<file path="src/rtl/frame_skew_pkg.sv">
package frame_skew_pkg;
   typedef enum logic [2:0] {
      MS_IDLE,
      MS_WAIT,
      MS_MEAS,
      MS_DONE,
      MS_HOLD
   } meas_state_t;

   localparam int SIG_MCLK = 0;
   localparam int SIG_FP   = 1;
   localparam int SIG_FE   = 2;
   localparam int SIG_N    = 3;
endpackage

</file>
<file path="src/rtl/frame_skew_sync.sv">
module frame_skew_sync #(
   parameter int WIDTH  = 3,
   parameter int STAGES = 2
) (
   input  logic             clk,
   input  logic             rst_n,
   input  logic [WIDTH-1:0] d_i,
   output logic [WIDTH-1:0] q_o
);
   generate
      if (STAGES < 0) begin : g_bad
         $error("frame_skew_sync: STAGES must not be negative");
      end
      if (STAGES == 0) begin : g_bypass
         assign q_o = d_i;
      end else begin : g_chain
         logic [WIDTH-1:0] pipe [STAGES];
         always_ff @(posedge clk) begin
            if (!rst_n) begin
               for (int i = 0; i < STAGES; i++) pipe[i] <= '0;
            end else begin
               pipe[0] <= d_i;
               for (int i = 1; i < STAGES; i++) pipe[i] <= pipe[i-1];
            end
         end
         assign q_o = pipe[STAGES-1];
      end
   endgenerate
endmodule

</file>
<file path="src/rtl/frame_skew_edge.sv">
module frame_skew_edge #(
   parameter int WIDTH = 3
) (
   input  logic             clk,
   input  logic             rst_n,
   input  logic [WIDTH-1:0] lvl_i,
   output logic [WIDTH-1:0] rise_o,
   output logic [WIDTH-1:0] fall_o
);
   logic [WIDTH-1:0] prev_q;

   always_ff @(posedge clk) begin
      if (!rst_n) prev_q <= '0;
      else        prev_q <= lvl_i;
   end

   assign rise_o = lvl_i & ~prev_q;
   assign fall_o = ~lvl_i & prev_q;
endmodule

</file>
<file path="src/rtl/frame_skew_core.sv">
module frame_skew_core
   import frame_skew_pkg::*;
#(
   parameter int CNT_W = 11
) (
   input  logic             clk,
   input  logic             rst_n,
   input  logic             start_i,
   input  logic             ref_evt_i,
   input  logic             fe_evt_i,
   input  logic             mrise_i,
   input  logic             mlevel_i,
   output logic             done_o,
   output logic             phase_o,
   output logic [CNT_W-1:0] count_o
);
   localparam logic [CNT_W-1:0] CNT_MAX = '1;

   meas_state_t      state_q;
   logic             start_q;
   logic             armed_q;
   logic             got_q;
   logic [CNT_W-1:0] cnt_q;
   logic [CNT_W-1:0] cnt_nxt;
   logic [CNT_W-1:0] cap_cnt_q;
   logic             cap_ph_q;
   logic             done_q;

   always_comb begin
      cnt_nxt = cnt_q;
      if (mrise_i && (cnt_q != CNT_MAX)) cnt_nxt = cnt_q + 1'b1;
   end

   always_ff @(posedge clk) begin
      if (!rst_n) begin
         state_q   <= MS_IDLE;
         start_q   <= 1'b0;
         armed_q   <= 1'b0;
         got_q     <= 1'b0;
         cnt_q     <= '0;
         cap_cnt_q <= '0;
         cap_ph_q  <= 1'b0;
         done_q    <= 1'b0;
      end else begin
         start_q <= start_i;
         if (!start_i) begin
            state_q   <= MS_IDLE;
            done_q    <= 1'b0;
            got_q     <= 1'b0;
            cap_cnt_q <= '0;
            cap_ph_q  <= 1'b0;
            if (ref_evt_i) armed_q <= 1'b1;
         end else begin
            unique case (state_q)
               MS_IDLE: begin
                  if (!start_q && armed_q) state_q <= MS_WAIT;
                  else                     state_q <= MS_HOLD;
                  armed_q <= 1'b0;
               end
               MS_WAIT: begin
                  if (ref_evt_i) begin
                     cnt_q   <= '0;
                     got_q   <= 1'b0;
                     state_q <= MS_MEAS;
                  end
               end
               MS_MEAS: begin
                  if (ref_evt_i) begin
                     done_q  <= 1'b1;
                     state_q <= MS_DONE;
                     if (!got_q) begin
                        cap_cnt_q <= CNT_MAX;
                        cap_ph_q  <= 1'b0;
                     end
                  end else begin
                     cnt_q <= cnt_nxt;
                     if (fe_evt_i && !got_q) begin
                        cap_cnt_q <= cnt_nxt;
                        cap_ph_q  <= mlevel_i;
                        got_q     <= 1'b1;
                     end
                  end
               end
               default: state_q <= state_q;
            endcase
         end
      end
   end

   assign done_o  = done_q;
   assign phase_o = cap_ph_q;
   assign count_o = cap_cnt_q;
endmodule

</file>
<file path="src/rtl/frame_skew_meter.sv">
module frame_skew_meter
   import frame_skew_pkg::*;
#(
   parameter int CNT_W       = 11,
   parameter int SYNC_STAGES = 2,
   parameter int STAT_W      = 16
) (
   input  logic              clk,
   input  logic              rst_n,
   input  logic              bus_mode,
   input  logic              start_bit,
   input  logic              mclk_i,
   input  logic              fpulse_i,
   input  logic              feval_i,
   output logic [STAT_W-1:0] status_o
);
   localparam int PHASE_BIT = CNT_W;
   localparam int DONE_BIT  = CNT_W + 1;

   generate
      if (CNT_W < 2) begin : g_bad_cnt
         $error("frame_skew_meter: CNT_W too small");
      end
      if (STAT_W < DONE_BIT + 1) begin : g_bad_stat
         $error("frame_skew_meter: STAT_W cannot hold the result");
      end
   endgenerate

   logic [SIG_N-1:0] raw_lvl;
   logic [SIG_N-1:0] syn_lvl;
   logic [SIG_N-1:0] rise;
   logic [SIG_N-1:0] fall;
   logic             ref_evt;
   logic             fe_evt;
   logic             done;
   logic             phase;
   logic [CNT_W-1:0] count;

   always_comb begin
      raw_lvl           = '0;
      raw_lvl[SIG_MCLK] = mclk_i;
      raw_lvl[SIG_FP]   = fpulse_i;
      raw_lvl[SIG_FE]   = feval_i;
   end

   frame_skew_sync #(.WIDTH(SIG_N), .STAGES(SYNC_STAGES)) u_sync (
      .clk   (clk),
      .rst_n (rst_n),
      .d_i   (raw_lvl),
      .q_o   (syn_lvl)
   );

   frame_skew_edge #(.WIDTH(SIG_N)) u_edge (
      .clk    (clk),
      .rst_n  (rst_n),
      .lvl_i  (syn_lvl),
      .rise_o (rise),
      .fall_o (fall)
   );

   assign ref_evt = bus_mode ? rise[SIG_FP] : fall[SIG_FP];
   assign fe_evt  = bus_mode ? rise[SIG_FE] : fall[SIG_FE];

   frame_skew_core #(.CNT_W(CNT_W)) u_core (
      .clk       (clk),
      .rst_n     (rst_n),
      .start_i   (start_bit),
      .ref_evt_i (ref_evt),
      .fe_evt_i  (fe_evt),
      .mrise_i   (rise[SIG_MCLK]),
      .mlevel_i  (syn_lvl[SIG_MCLK]),
      .done_o    (done),
      .phase_o   (phase),
      .count_o   (count)
   );

   always_comb begin
      status_o = '0;
      if (done) begin
         status_o[CNT_W-1:0] = count;
         status_o[PHASE_BIT] = phase;
         status_o[DONE_BIT]  = 1'b1;
      end
   end
endmodule

</file>
<file path="config.mk">
export PLATFORM = sky130hd
export DESIGN_NAME = frame_skew_meter
export DESIGN_NICKNAME = d
export VERILOG_FILES = /design/src/rtl/frame_skew_pkg.sv /design/src/rtl/frame_skew_sync.sv /design/src/rtl/frame_skew_edge.sv /design/src/rtl/frame_skew_core.sv /design/src/rtl/frame_skew_meter.sv
export SDC_FILE = /design/constraint.sdc
export NUM_CORES = 1
export LEC_CHECK = 0
export ABC_AREA = 1
export BUFFER_PORTS_ARGS = -buffer_cell sky130_fd_sc_hd__buf_4
export CAP_MARGIN = 20
export CORE_MARGIN = 3
export CORE_UTILIZATION = 50
export DETAILED_ROUTE_END_ITERATION = 12
export PLACE_DENSITY_LB_ADDON = 0.15
export SYNTH_ARGS = -nofsm -noshare
export SYNTH_HDL_FRONTEND = slang
export SYNTH_HIERARCHICAL = 1
export SYNTH_SLANG_ARGS = --single-unit
</file>
<file path="constraint.sdc">
create_clock -name clk -period 1.87 [get_ports clk]
set_input_delay 0.2805 -clock clk [delete_from_list [all_inputs] [get_ports clk]]
set_output_delay 0.2805 -clock clk [all_outputs]
set_load 0.02 [all_outputs]
</file>
==> run metrics, run 1 <==
part of the total power dissipated in sequential elements 52.2%; number of buffer cells added on primary ports 19; Residual DRC 0; die area 4974 um^2; antenna diode count 0; Internal Power 1.297 mW; required time reported for the critical path endpoint 2.08 ns; setup repair after global routing missed its margin false; global-route usage over all layers 16.68%; arrival time of data at the critical path endpoint 1.84 ns; share of final-layout standard cells stronger than drive strength 1 14.80%; overall power consumption 1.629 mW; Starting Density 54.41%; antenna violation net count after detailed routing 0; Max rail drop VDD 0.0003926 V; final total negative setup slack 0 ns; kind of end point of the critical path flop; Worst Reg-to-Reg Cells 9; amount of wire on met3 after detailed routing 284 um; non-filler instance count after layout 379; headroom to the max-slew limit 65.24%; number of warning messages in the yosys log 6; Clk pwr share 43.3%; standard-cell rows 22; First DRT Iteration DRCs 149; biggest cell delay along the critical path 0.39 ns; critical path type reg2reg; global-route wire length before repair 6782 um; DRT Wirelength 3850 um; routed length per instance 10.16 um; pin count of the biggest net entering global routing 17; clk sinks 39; number of nets at the end of the flow 338; Layout Skew 0.005515 ns; CP cell instances ha_1, nand2_1, nor2_2, nand3_2, nand2_4, nand2_1, o21ai_1, nand2_1, a21oi_1; residual overflow from global routing 0; largest buffer count on any clock path 2; maximum level of the CTS H-tree 2; run status completed; post-route worst hold slack 0.1746 ns; time the final worst path needs with I/O delays and setup 1.634 ns; clk_lat worst skew 0.28 ns; most frequent CP cell nand2_1; terminus of the critical flop-to-flop path u_core/cnt_q[2]$_SDFFE_PN0P_; number of antenna violations at the first check in global routing 0; endpoints failing setup 0; number of global-route vias before repair 1564; reg2reg setup slack 0.24 ns; Fin. Hold Viols 0; CTS Buf Count 5; Slowest cell on crit path dfxtp_1; number of ports placed on the die boundary 23; Worst Setup Start Kind flop; clock-pin slew of the registers on the worst-case setup and hold paths 0.07 ns; placed cells 371; startpoint of the worst-slack reg-to-reg timing path u_core/cnt_q[1]$_SDFFE_PN0P_; slew at the pin closest to its max-slew limit 0.5201 ns; count of vias placed by the detailed router 1770; met1 wire length 1898 um; switching power 0.3319 mW; path class of the lowest-slack min-delay path in2reg; CTS tree built; fraction of the cycle the final worst path needs 87.40%; switching power as a share of total power 20.38%; die outline height 70.53 um; maximum frequency from static timing analysis 611.8 MHz; detailed-routing iteration count for the pre-antenna-repair pass 4; cell leakage power 1.137 nW; largest fanout of any net on the critical path 9; half-perimeter wire length of the detailed placement result 2841 um; count of max-cap constraint violations 0; highest metal used met4; combinational share of power 4.5%; power density relative to cell area 702.5 nW/um^2; Hold Path Stages 3; Vias/cell 4.670; total length of routed met2 wires 1645 um; synthesis-to-layout area growth 11.36%; origin of the worst setup path u_core/cnt_q[1]$_SDFFE_PN0P_; Critical Path Sink u_core/cnt_q[2]$_SDFFE_PN0P_; Post-CTS Hold Fix Bufs 0; Synth Area per Inst 6.610 um^2; Placeable Area 3826 um^2; clock tree root driver cell clkbuf_8; horizontal die dimension 70.53 um; final-report max-slew violation count 0; routability-driven placement congestion ratio 0.8868; synthesized instance count 315; cell area after synthesis 2082 um^2
[worst min path at each step]
stage,startpoint,end
final,fpulse_i,u_sync/g_chain.pipe[0][1]$_SDFF_PN0_
after global routing,fpulse_i,u_sync/g_chain.pipe[0][1]$_SDFF_PN0_
after CTS,feval_i,u_sync/g_chain.pipe[0][2]$_SDFF_PN0_
after detailed placement,u_sync/g_chain.pipe[0][1]$_SDFF_PN0_,u_sync/g_chain.pipe[0][4]$_SDFF_PN0_
after global placement,u_sync/g_chain.pipe[0][1]$_SDFF_PN0_,u_sync/g_chain.pipe[0][4]$_SDFF_PN0_
after floorplan,rst_n,u_sync/g_chain.pipe[0][0]$_SDFF_PN0_
[critical path: cells and delay by family, from the launching register on]
kind | cells | cell delay, ns
simple gates | 6 | 0.65
compound gates | 2 | 0.28
fa+ha+maj | 1 | 0.24
flops | 1 | 0.39
[stage by stage]
step | cell area [um^2] | worst slack, ns | utilization, %
floorplan | 2090 | 0.4329 | -
global placement | 2193 | 0.1919 | 57.33
detailed placement | 2193 | 0.1812 | 57.33
CTS | 2311 | 0.1856 | 60.40
global route | 2318 | 0.08090 | 60.60
finish | 2318 | 0.2355 | 60.60
[repair_timing]
item,in CTS,in global routing
setup buffers,0,0
setup endpoints to repair,0,3
gates resized for setup,0,1
[sequential cells by signal, summed over array words and instances, names as in the netlist]
name,flops
u_edge/prev_q,3
u_core/armed_q,1
u_core/phase_o,1
u_core/cnt_q,11
u_core/start_q,1
u_core/state_q,3
u_sync/g_chain.pipe,6
u_core/count_o,11
u_core/got_q,1
u_core/done_o,1
[cell usage in the layout, fill, tap and decap left out, types with 2 or more instances in the layout]
cell type   n
nor2_4      3
inv_1      57
a21oi_1    17
nand3_2     3
buf_4      20
a31oi_1     2
dfxtp_1    39
o211ai_1    2
nor2_2      5
inv_2       3
nand2_1    95
nand2_4     2
o21ai_1     8
conb_1      3
o21ai_0     3
clkbuf_8    6
nand3_1    14
xor2_1      3
nor2_1     34
[per-layer routing]
layer | vias up | GRT usage [%]
met5 | - | 0
met4 | 0 | 4.802
met3 | 2 | 4.688
met2 | 52 | 25.47
met1 | 749 | 23.13
li1 | 967 | -
[power groups by stage]
| stage | clock network [mW] | registers (mW) | logic, mW |
|---|---|---|---|
| after detailed placement | 0 | 0.870 | 0.0733 |
| final | 0.705 | 0.850 | 0.0733 |
| after floorplan | 0 | 0.867 | 0.0604 |
| after CTS | 0.728 | 0.850 | 0.0734 |
| after global placement | 0 | 0.869 | 0.0718 |
| after global routing | 0.765 | 0.851 | 0.0832 |
[final cells by class]
class	count	area, um^2
inverter	60	225.2
multi-input combinational	204	984.7
clock buffer	6	82.58
tap	48	60.06
clock inverter	2	35.03
fill	386	1508
timing repair buffer	20	150.1
sequential	39	780.7
(Power assumes the default switching activity.)
==> run 2: changes to the inputs <==
- PLACE_DENSITY: not set -> 0.82
- PLACE_DENSITY_LB_ADDON: 0.15 -> not set
==> run 2 against run 1 <==
Worst hold slack worse by 0.0039 ns. Die area stayed put. Sequential cell count stayed put. Sequential power hardly changed. Design area is 0.65% lower. Maximum frequency is 0.20% lower. Routed wire length is 3.5% lower. Worst setup slack worse by 0.0033 ns. Sequential share of layout area is 0.22 points higher. First-iteration DRC count is 27% lower. Cell count is 0.26% lower. Utilization is 0.39 points lower. Critical endpoint is now u_core/phase_o$_SDFFE_PN0P_.
==> run metrics, run 2 (synthesis gave the netlist of run 1 again) <==
largest buffer count on any clock path 2; global-route usage over all layers 15.81%; die outline height 70.53 um; path class of the lowest-slack min-delay path in2reg; number of global-route vias before repair 1523; Worst Setup Start Kind flop; clock-pin slew of the registers on the worst-case setup and hold paths 0.08 ns; antenna violation net count after detailed routing 0; number of ports placed on the die boundary 23; count of vias placed by the detailed router 1767; most frequent cells in the layout 95 x nand2_1, 57 x inv_1, 39 x dfxtp_1, 34 x nor2_1, 19 x buf_4; critical path type reg2reg; maximum frequency from static timing analysis 610.6 MHz; Residual DRC 0; fraction of the cycle the final worst path needs 87.58%; horizontal die dimension 70.53 um; clock tree root driver cell clkbuf_8; Starting Density 54.41%; routed length per instance 9.831 um; final worst setup slack 0.2322 ns; global-route wire length before repair 6368 um; pin count of the biggest net entering global routing 17; Layout Skew 0.009859 ns; Post-CTS Setup Inserts 0; Post-CTS Hold Fix Bufs 0; First DRT Iteration DRCs 109; clk sinks 39; Placeable Area 3826 um^2; detailed-routing iteration count for the pre-antenna-repair pass 4; DRT Wirelength 3716 um; Max rail drop VDD 0.0004480 V; routability-driven placement congestion ratio 0.9346; half-perimeter wire length of the detailed placement result 2821 um; run status completed; required time reported for the critical path endpoint 2.04 ns; number of nets at the end of the flow 337; arrival time of data at the critical path endpoint 1.81 ns; final total negative setup slack 0 ns; Fin. Hold Viols 0; post-route worst hold slack 0.1707 ns; Post-Place Setup Slack 0.2236 ns; CTS tree built; endpoints failing setup 0; CTS Buf Count 5; number of antenna violations at the first check in global routing 0; Filler Cell Count 336; die area 4974 um^2; clk_lat worst skew 0.29 ns; post-route core utilization 60.20%; standard-cell rows 22; count of max-cap constraint violations 0; number of buffer cells added on primary ports 19; time the final worst path needs with I/O delays and setup 1.638 ns; setup repair after global routing missed its margin false; Vias/cell 4.675; multi-input combinational cell area 977.2 um^2; share of final-layout standard cells stronger than drive strength 1 14.55%; kind of end point of the critical path flop; antenna diode count 0; largest fanout of any net on the critical path 12; residual overflow from global routing 0; power density relative to cell area 706.6 nW/um^2; Post-CTS Resized 0; sequential cell area 780.7 um^2; most common cell after layout, fill and taps aside nand2_1; slew at the pin closest to its max-slew limit 0.5065 ns; cell leakage power 1.133 nW; final-report max-slew violation count 0; maximum level of the CTS H-tree 2; synthesis-to-layout area growth 10.64%; headroom to the max-slew limit 66.15%
-- run 2: cell types whose count changed in the layout (fill, tap and decap cells not counted) --
cell	delta
o22ai_2	+1
o22ai_4	-1
buf_4	-1
-- run 2: final timing paths --
check | startpoint | end | slack, ns | depth (start not counted)
max | u_edge/prev_q[1]$_SDFF_PN0_ | u_core/phase_o$_SDFFE_PN0P_ | 0.23 | 9
min | mclk_i | u_sync/g_chain.pipe[0][0]$_SDFF_PN0_ | 0.17 | 3
max reg2reg | u_edge/prev_q[1]$_SDFF_PN0_ | u_core/phase_o$_SDFFE_PN0P_ | 0.23 | 9
min reg2reg | u_sync/g_chain.pipe[0][1]$_SDFF_PN0_ | u_sync/g_chain.pipe[0][4]$_SDFF_PN0_ | 0.41 | 2
-- run 2: critical path: stages, from the launching register on --
cell     delay [ns]
dfxtp_1        0.34
inv_1          0.04
nor2_1         0.08
nand2_1        0.06
nand2_1        0.19
nand3_2        0.13
o22ai_2        0.39
inv_1          0.10
a22oi_2        0.13
nor2_1         0.05
-- run 2: through the flow --
step | cells | power (mW) | instance area [um^2]
2_1_floorplan | 317 | 0.9272 | 2090
3_3_place_gp | 370 | 0.9399 | 2186
3_5_place_dp | 370 | 0.9425 | 2186
4_1_cts | 378 | 1.651 | 2303
5_1_grt | 378 | 1.699 | 2303
6_report | 378 | 1.628 | 2303
-- run 2: cell type report --
class,instances,share of cell area [%]
inverters,60,9.777
clock buffers,6,3.585
flip-flops and latches,39,33.89
clock inverters,2,1.521
repair buffers,19,6.192
multi-input cells,204,42.42
well taps,48,2.607
-- run 2: where the power goes --
group	total [mW]	internal, mW	switching, mW
clock	0.705	0.431	0.274
combinational	0.0724	0.0235	0.0488
sequential	0.851	0.842	0.00842
total	1.63	1.30	0.331
-- run 2: per-layer routing --
| layer | routed length (um) | part of all wire (%) | global-route usage [%] | vias up |
|---|---|---|---|---|
| met1 | 1725 | 46 | 19.81 | 750 |
| li1 | - | - | - | 967 |
| met5 | 0 | 0 | 0 | - |
| met2 | 1671 | 45 | 25.68 | 44 |
| met4 | 74 | 2.0 | 6.681 | 0 |
| met3 | 246 | 6.6 | 4.261 | 6 |
==> run 3: changes to the inputs <==
- SLEW_MARGIN: not set -> 10
- SYNTH_HIERARCHICAL: 1 -> not set
==> run 3 against run 2 <==
Register-to-register slack lost 0.03 ns. Via count rose by 4.3%. Non-clock buffer count is 2 higher. Global-route usage rose by 1.1 points. Sequential cell count stayed put. Power shrank 10%. Critical path type unchanged. Largest cell class unchanged. Largest power group unchanged. Highest routed layer unchanged.
==> run metrics, run 3 <==
combinational share of power 4.8%; most frequent cells in the layout 108 x nand2_1, 62 x inv_1, 38 x dfxtp_1, 23 x a21oi_1, 22 x nor2_1; Max rail drop VDD 0.0004754 V; routability-driven placement congestion ratio 0.8385; number of nets at the end of the flow 341; run status completed; synthesized instance count 315; number of warning messages in the yosys log 0; required time reported for the critical path endpoint 2.03 ns; clk_lat worst skew 0.29 ns; biggest cell delay along the critical path 0.41 ns; Hold Path Stages 3; global-route wire length before repair 6665 um; post-route worst hold slack 0.1708 ns; top cell type by total area after synthesis dfxtp_1; count of vias placed by the detailed router 1843; switching power 0.3350 mW; Filler Cell Count 354; most instantiated library cell after synthesis nand2_1; largest fanout of any net on the critical path 15; final-report max-slew violation count 0; clk sinks 39; CTS tree built; fraction of the cycle the final worst path needs 88.93%; time the final worst path needs with I/O delays and setup 1.663 ns; CP cell instances ha_1, nand2_2, nor2_4, nand3_4, nand2_1, inv_1, nand2_1, nand2_1, nand2_1, a21oi_1; Fin. Hold Viols 0; global-route usage over all layers 16.95%; detailed-routing iteration count for the pre-antenna-repair pass 4; most common cell after layout, fill and taps aside nand2_1; largest buffer count on any clock path 2; Synth Flop Type dfxtp_1; pin count of the biggest net entering global routing 16; number of synthesized flops with an enable pin 0; part of the total power dissipated in sequential elements 58.1%; power density relative to cell area 650.8 nW/um^2; Starting Density 53.28%; path class of the lowest-slack min-delay path in2reg; area share of the largest cell type after synthesis 38.85%; cell family contributing the most delay on the critical path simple AND/OR/NAND/NOR gates; number of global-route vias before repair 1600; residual overflow from global routing 0; share of synthesized registers carrying an async set or reset 0%; setup repair after global routing missed its margin false; Post-CTS Setup Inserts 0; DRT Wirelength 3920 um; number of buffer cells added on primary ports 19; endpoints failing setup 0; Worst Reg-to-Reg Cells 10; number of cells on the critical path 10; number of storage elements in the synthesis netlist 39; count of max-cap constraint violations 0; cell leakage power 1.121 nW; number of antenna violations at the first check in global routing 0; arrival time of data at the critical path endpoint 1.82 ns; maximum level of the CTS H-tree 2; Layout Skew 0.005346 ns; maximum frequency from static timing analysis 601.3 MHz; clock-pin slew of the registers on the worst-case setup and hold paths 0.07 ns; Worst Setup Start Kind flop; critical path type reg2reg; most area-consuming cells after synthesis dfxtp_1 39%, nand2_1 20%, inv_1 12%; Slowest cell on crit path dfxtp_1; most frequent CP cell nand2_1; First DRT Iteration DRCs 153; number of ports placed on the die boundary 23; synthesis-to-layout area growth 11.64%; final total negative setup slack 0 ns; cell area after synthesis 2009 um^2; worst path bufs/invs 1; half-perimeter wire length of the detailed placement result 2793 um; horizontal die dimension 69.40 um; number of library cell types mapped by synthesis 26; Internal Power 1.125 mW; Placeable Area 3771 um^2; clock tree root driver cell clkbuf_8; antenna diode count 0; Synth top cells by count 108 x nand2_1, 62 x inv_1, 39 x dfxtp_1; Residual DRC 0; switching power as a share of total power 22.94%; Synth Area per Inst 6.379 um^2; antenna violation net count after detailed routing 0; die outline height 69.40 um; Clk pwr share 37.1%; share of the yosys chip area belonging to registers 38.85%; standard-cell rows 22; Vias/cell 4.825; CTS Buf Count 5; kind of end point of the critical path flop; routed length per instance 10.26 um; die area 4816 um^2; share of final-layout standard cells stronger than drive strength 1 11.68%
-- run 3: area by class of cell --
class                           count  area, um^2  share of cell area [%]
Sequential cell                    39       782.0                   34.86
Multi-Input combinational cell    203       925.9                   41.27
Inverter                           63       236.5                   10.54
Clock buffer                        7       76.32                   3.402
Clock inverter                      1       5.005                  0.2231
Tap cell                           48       60.06                   2.677
Timing Repair Buffer               21       157.7                   7.027
-- run 3: layer usage --
metal,vias to the layer above,track usage [%],wire length [um]
met5,-,0,0
met4,0,9.111,99
met3,12,3.913,256
met2,62,26.69,1709
met1,785,21.38,1854
li1,984,-,-
-- run 3: path summary, 6_finish.rpt --
path	from	to	slack [ns]
worst max-delay path	u_core.cnt_q[1]$_SDFFE_PN0P_	u_core.cnt_q[0]$_SDFFE_PN0P_	0.21
worst min-delay path	fpulse_i	u_sync.g_chain.pipe[0][1]$_SDFF_PN0_	0.17
worst max register to register	u_core.cnt_q[1]$_SDFFE_PN0P_	u_core.cnt_q[0]$_SDFFE_PN0P_	0.21
worst min register to register	u_sync.g_chain.pipe[0][1]$_SDFF_PN0_	u_sync.g_chain.pipe[0][4]$_SDFF_PN0_	0.41
-- run 3: cell families after synthesis --
logic type      count (synthesis)  synth area share, %
compound gates                 33                8.717
fa+ha+maj                       1               0.6226
buf+inv                        75                15.44
flops                          39                38.85
other cells                     1               0.1866
simple gates                  166                36.18
-- run 3: power groups by stage --
| stage | Clock (mW) | Sequential [mW] | Combinational (mW) |
|---|---|---|---|
| 2_1_floorplan | 0 | 0.866 | 0.0517 |
| 5_1_grt | 0.590 | 0.849 | 0.0791 |
| 3_3_place_gp | 0 | 0.867 | 0.0664 |
| 4_1_cts | 0.549 | 0.848 | 0.0692 |
| 6_report | 0.542 | 0.848 | 0.0700 |
| 3_5_place_dp | 0 | 0.867 | 0.0685 |
-- run 3: stage by stage --
stage	cells	utilization [%]	setup WS (ns)	cell area, um^2	total power [mW]
after CTS	382	59.46	0.2087	2242	1.467
after floorplan	317	-	0.4696	2017	0.9175
after detailed placement	374	57.30	0.2228	2161	0.9358
after global routing	382	59.49	0.01891	2243	1.518
final	382	59.49	0.2070	2243	1.460
after global placement	374	57.30	0.2958	2161	0.9332
-- run 3: timing repair --
action                     CTS  global route
resized for setup            0             1
setup endpoints to repair    0             1
hold buffers                 0             0
-- run 3: worst reg2reg max path: cells and delay by family (launching register included) --
family,cells,cell delay [ns]
AOI/OAI and AO/OA,1,0.07
buffers and inverters,1,0.07
adders and majority gates,1,0.24
and+or+nand+nor,7,0.77
DFF,1,0.41
